**src/rtl/gpx_pkg.sv**
```systemverilog
package gpx_pkg;
    localparam int PINS   = 8;
    localparam int DATA_W = 32;
    localparam int CTL_N  = 3;

    localparam int OFS_MODE = 'h00;
    localparam int OFS_OEN  = 'h10;
    localparam int OFS_OVAL = 'h20;
    localparam int OFS_INP  = 'h30;

    typedef logic [PINS-1:0] pin_vec_t;

    typedef enum logic [2:0] {
        SEL_NONE,
        SEL_MODE,
        SEL_OEN,
        SEL_OVAL,
        SEL_INP
    } sel_e;

    typedef struct packed {
        sel_e sel;
        logic masked;
    } hit_t;

    // Control register order: 0 mode, 1 output enable, 2 output value
    function automatic sel_e ctl_sel(input int idx);
        case (idx)
            0:       return SEL_MODE;
            1:       return SEL_OEN;
            default: return SEL_OVAL;
        endcase
    endfunction

    // Merge write data into a register: full load, or per-pin load under the upper-byte enables
    function automatic pin_vec_t apply_write(input pin_vec_t cur,
                                             input logic [DATA_W-1:0] wd,
                                             input logic masked);
        pin_vec_t en;
        en = masked ? wd[2*PINS-1:PINS] : '1;
        return (cur & ~en) | (wd[PINS-1:0] & en);
    endfunction
endpackage

```
**src/rtl/gpx_decode.sv**
```systemverilog
module gpx_decode
    import gpx_pkg::*;
#(
    parameter int ADDR_W   = 12,
    parameter int PORT_IDX = 0,
    parameter int MASK_OFS = 'h80
) (
    input  logic [ADDR_W-1:0] addr,
    output hit_t              hit
);
    localparam int PBASE = PORT_IDX * 4;
    localparam int MBASE = MASK_OFS + PORT_IDX * 4;

    localparam logic [ADDR_W-1:0] A_MODE = ADDR_W'(PBASE + OFS_MODE);
    localparam logic [ADDR_W-1:0] A_OEN  = ADDR_W'(PBASE + OFS_OEN);
    localparam logic [ADDR_W-1:0] A_OVAL = ADDR_W'(PBASE + OFS_OVAL);
    localparam logic [ADDR_W-1:0] A_INP  = ADDR_W'(PBASE + OFS_INP);
    localparam logic [ADDR_W-1:0] M_MODE = ADDR_W'(MBASE + OFS_MODE);
    localparam logic [ADDR_W-1:0] M_OEN  = ADDR_W'(MBASE + OFS_OEN);
    localparam logic [ADDR_W-1:0] M_OVAL = ADDR_W'(MBASE + OFS_OVAL);

    always_comb begin
        hit.sel    = SEL_NONE;
        hit.masked = 1'b0;
        if (addr == A_MODE) begin
            hit.sel = SEL_MODE;
        end else if (addr == A_OEN) begin
            hit.sel = SEL_OEN;
        end else if (addr == A_OVAL) begin
            hit.sel = SEL_OVAL;
        end else if (addr == A_INP) begin
            hit.sel = SEL_INP;
        end else if (addr == M_MODE) begin
            hit.sel    = SEL_MODE;
            hit.masked = 1'b1;
        end else if (addr == M_OEN) begin
            hit.sel    = SEL_OEN;
            hit.masked = 1'b1;
        end else if (addr == M_OVAL) begin
            hit.sel    = SEL_OVAL;
            hit.masked = 1'b1;
        end
    end
endmodule

```
**src/rtl/gpx_pinreg.sv**
```systemverilog
module gpx_pinreg
    import gpx_pkg::*;
(
    input  logic              clk,
    input  logic              rst,
    input  logic              wr_en,
    input  logic              masked,
    input  logic [DATA_W-1:0] wdata,
    output pin_vec_t          q
);
    always_ff @(posedge clk) begin
        if (rst) begin
            q <= '0;
        end else if (wr_en) begin
            q <= apply_write(q, wdata, masked);
        end
    end
endmodule

```
**src/rtl/gpx_sync.sv**
```systemverilog
module gpx_sync #(
    parameter int WIDTH = 8
) (
    input  logic             clk,
    input  logic             rst,
    input  logic [WIDTH-1:0] d,
    output logic [WIDTH-1:0] q
);
    for (genvar b = 0; b < WIDTH; b++) begin : g_bit
        logic stage1, stage2;
        always_ff @(posedge clk) begin
            if (rst) begin
                stage1 <= 1'b0;
                stage2 <= 1'b0;
            end else begin
                stage1 <= d[b];
                stage2 <= stage1;
            end
        end
        assign q[b] = stage2;
    end
endmodule

```
**src/rtl/gpx_port.sv**
```systemverilog
module gpx_port
    import gpx_pkg::*;
#(
    parameter int ADDR_W   = 12,
    parameter int PORT_IDX = 0,
    parameter int MASK_OFS = 'h80
) (
    input  logic              clk,
    input  logic              rst,
    input  logic              bus_wr,
    input  logic              bus_rd,
    input  logic [ADDR_W-1:0] bus_addr,
    input  logic [31:0]       bus_wdata,
    output logic [31:0]       bus_rdata,
    input  logic [7:0]        alt_out,
    input  logic [7:0]        alt_oe,
    input  logic [7:0]        pad_in,
    output logic [7:0]        pad_out,
    output logic [7:0]        pad_oe
);
    hit_t              hit;
    pin_vec_t          ctl_q [CTL_N];
    pin_vec_t          mode_q, oen_q, oval_q, in_sync;
    logic [DATA_W-1:0] rd_mux;

    gpx_decode #(
        .ADDR_W  (ADDR_W),
        .PORT_IDX(PORT_IDX),
        .MASK_OFS(MASK_OFS)
    ) u_dec (
        .addr(bus_addr),
        .hit (hit)
    );

    for (genvar g = 0; g < CTL_N; g++) begin : g_ctl
        logic wr_hit;
        assign wr_hit = bus_wr && (hit.sel == ctl_sel(g));
        gpx_pinreg u_reg (
            .clk   (clk),
            .rst   (rst),
            .wr_en (wr_hit),
            .masked(hit.masked),
            .wdata (bus_wdata),
            .q     (ctl_q[g])
        );
    end

    assign mode_q = ctl_q[0];
    assign oen_q  = ctl_q[1];
    assign oval_q = ctl_q[2];

    gpx_sync #(.WIDTH(PINS)) u_sync (
        .clk(clk),
        .rst(rst),
        .d  (pad_in),
        .q  (in_sync)
    );

    for (genvar p = 0; p < PINS; p++) begin : g_pad
        assign pad_out[p] = mode_q[p] ? oval_q[p] : alt_out[p];
        assign pad_oe[p]  = mode_q[p] ? oen_q[p]  : alt_oe[p];
    end

    always_comb begin
        rd_mux = '0;
        case (hit.sel)
            SEL_MODE: rd_mux[PINS-1:0] = mode_q;
            SEL_OEN:  rd_mux[PINS-1:0] = oen_q;
            SEL_OVAL: rd_mux[PINS-1:0] = oval_q;
            SEL_INP:  rd_mux[PINS-1:0] = in_sync;
            default:  rd_mux = '0;
        endcase
    end

    always_ff @(posedge clk) begin
        if (rst) begin
            bus_rdata <= '0;
        end else if (bus_rd) begin
            bus_rdata <= rd_mux;
        end
    end
endmodule

```
**config.mk**
```make
export PLATFORM = sky130hd
export DESIGN_NAME = gpx_port
export DESIGN_NICKNAME = d
export VERILOG_FILES = /design/src/rtl/gpx_pkg.sv /design/src/rtl/gpx_decode.sv /design/src/rtl/gpx_pinreg.sv /design/src/rtl/gpx_sync.sv /design/src/rtl/gpx_port.sv
export SDC_FILE = /design/constraint.sdc
export NUM_CORES = 1
export LEC_CHECK = 0
export CAP_MARGIN = 20
export CORE_AREA = 4 4 83 85
export CTS_BUF_LIST = sky130_fd_sc_hd__clkbuf_8
export CTS_CLUSTER_DIAMETER = 200
export DETAILED_ROUTE_END_ITERATION = 8
export DIE_AREA = 0 0 87 89
export DONT_BUFFER_PORTS = 1
export HOLD_SLACK_MARGIN = 0.06
export MAX_ROUTING_LAYER = met4
export PLACE_DENSITY_LB_ADDON = 0.05
export SLEW_MARGIN = 20
export SYNTH_ARGS = -nofsm -noshare
export SYNTH_HDL_FRONTEND = slang
export SYNTH_SLANG_ARGS = --single-unit
```
**constraint.sdc**
```tcl
create_clock -name clk -period 1.6 [get_ports clk]
set_input_delay 0.24 -clock clk [delete_from_list [all_inputs] [get_ports clk]]
set_output_delay 0.24 -clock clk [all_outputs]
set_load 0.02 [all_outputs]
```
==> metrics.cfg <==
[placement]
numPortBuffers=0
dp_slack_ns=-0.1003
placed_cells=346
gp_congestion=0.7640
dpl.hpwl_um=4704

[detailed_routing]
drc=0
drtIter0Drc=91
drt-total-wl_um=6615
ant_nets=0
drt-vias-per-instance=5.508
wl_per_cell_um=18.69
via_count=1950
first_pass_iters=4

[global_routing]
antenna_found_initial=0
overflow=0
grt_pass1_wl_um=10480
grt_max_degree=29
grt_usage_pct=18.27
grt_pass1_vias=1970

[finish]
layout-drive-gt1-share_pct=17.69
multi_input_area_um2=1498
area_delta_synth_final_pct=5.152
fin_util_pct=44.44
stdcell_count=354
antenna_cells=0
mostFrequentLayoutCell=dfxtp_1
nFillCells=631
final_cell_mix=dfxtp_1, a21oi_1, conb_1
register_area_um2=960.9
nets=349

[clock_tree]
clkLatencyLatePin_ns=0.30
root_buffer=clkbuf_8
h-tree-depth=2
clock_path_buffers=2
clk_pin_slew_worst_paths_ns=0.09
cts_tree=built
cts_sinks=48
ctsResizeCount=0
cts_hold_buf=1
numCtsBuffers=5
cts_setup_buffers=0

[yosys]
netlist.area_leader.share_pct=36.64
syn_area_per_cell_um2=9.677
synth_area_um2=2623
ys_seq_area_share_pct=36.64
yosys_register_bits=48
synth_area_leaders=dfxtp_1, mux2i_1, buf_4, mux2_2, a21oi_1
yosys_warnings=0
synth_top_area_cell=dfxtp_1
postSynthCellCount=271
post_synth_num_cell_types=39

[critical_path]
crit_type=register to output port
endpoint_kind=output port
r2r_setup_slack_ns=0.49
worst_path_dominant_cell_family=flip-flops
critPathLaunchType=register
r2r-start=u_sync.g_bit[7].stage2
path_max_fanout=4
arrival_ns=1.16
crit_chain=mux2_2
slowest_stage=dfxtp_1
cp_slowest_stage_delay_ns=0.44
r2r_end=bus_rdata[7]
reg2regPathDepth=4
critPathRequiredTime_ns=1.36
critPathBufInv=0

[die]
fp.dieH_um=89
ioPinCount=120
coreArea_um2=6205
start_util_pct=42.27
rows=29
dieArea_um2=7743
die_x_um=87

[power]
p_comb_share_pct=9.4
leakage_nw=1.005
p_seq_share_pct=55.0
clkPwrFrac_pct=35.6
peakVddDrop_mv=0.4527
swShare_pct=24.82
p_int_w=0.001662
net-switching-power_w=0.0005487
cellPowerDensity_nw_per_um2=801.7

[sta]
skew_ns=0.008420
timing.final.max_slew_violations=0
max_freq_mhz=712.9
fin_crit_sh_pct=87.68
max_slew_margin_pct=64.55
finalSetupViolations=0
rsz0062_at_grt=false
fin_ws_ns=0.1972
final-hold-violation-count=0
fin_crit_ns=1.403
whs_ns=0.06635
worst_slew_pin_slew_ns=0.5318

[min_path]
hold_start=pad_in[6]
hold_path.class=input pin to register
min_path_cells=1
hold_end=u_sync.g_bit[6].stage1

[run]
maxCapViolCount=0

[run_status]
status=complete, no violations

## cells in the mapped netlist
cell / count
dfxtp_1: 48
a21oi_1: 24
buf_4: 24
mux2i_1: 19
nor2b_1: 19
mux2_2: 16
nand2b_1: 16
o21ai_1: 12
o31ai_1: 12
clkbuf_1: 10
nor2_1: 9
o2111ai_1: 8
a22oi_1: 7
nand2_1: 4
nor4_4: 4
nor4b_2: 4
o211ai_1: 4
inv_1: 3
nand4_1: 3
and2_1: 2
and4_1: 2
buf_2: 2
o21ai_0: 2
o21bai_1: 2
a21boi_0: 1
and3b_1: 1
buf_6: 1
conb_1: 1
mux4_2: 1
nand3_1: 1
nand3b_1: 1
nand4bb_2: 1
nor3_1: 1
nor3b_1: 1
nor4_2: 1
or2_2: 1
or3_1: 1
or4_4: 1
or4bb_1: 1
## power groups by stage
stage | registers (W) | clock network [W] | logic, W
final | 0.00122 | 0.000786 | 0.000208
after floorplan | 0.00124 | 0 | 0.000241
after detailed placement | 0.00124 | 0 | 0.000196
after global routing | 0.00122 | 0.000853 | 0.000226
after CTS | 0.00122 | 0.000813 | 0.000210
after global placement | 0.00124 | 0 | 0.000196
## worst max path at each step
stage	startpoint	end	slack, ns	cells after the start
floorplan	bus_addr[9]	register	0.05	5
global placement	bus_addr[9]	bus_rdata[0]	-0.11	4
detailed placement	bus_addr[9]	bus_rdata[6]	-0.10	4
CTS	rst	u_sync.g_bit[2].stage2	0.08	2
global route	bus_addr[9]	bus_rdata[6]	0.08	4
finish	register	pad_out[4]	0.20	1
## through the flow
stage / total power, W / TNS [ns] / cell area [um2]
2_1_floorplan: 0.001484 / 0 / 2709
3_3_place_gp: 0.001441 / -1.208 / 2656
3_5_place_dp: 0.001441 / -1.122 / 2656
4_1_cts: 0.002239 / 0 / 2763
5_1_grt: 0.002297 / 0 / 2758
6_report: 0.002211 / 0 / 2758
## cell families after synthesis
logic type             share of synthesized area, %
AOI/OAI and AO/OA                             17.37
and+or+nand+nor                               21.33
other                                        0.1430
buffers and inverters                         9.542
DFF                                           36.64
muxes                                         14.98
## per-layer routing
metal,global-route usage [%],wire length [um],vias up
li1,-,-,955
met3,3.502,450,9
met1,23.57,2918,910
met4,5.382,99,0
met5,-,0,-
met2,29.12,3147,76
## cell type report
type	instances	share of cell area [%]
clock buffer	7	3.494
inverter	3	0.4083
tap	77	3.494
sequential	48	34.85
multi-input combinational	206	54.31
timing repair buffer	13	3.448
Note: power is estimated with default switching activity, not from simulation.
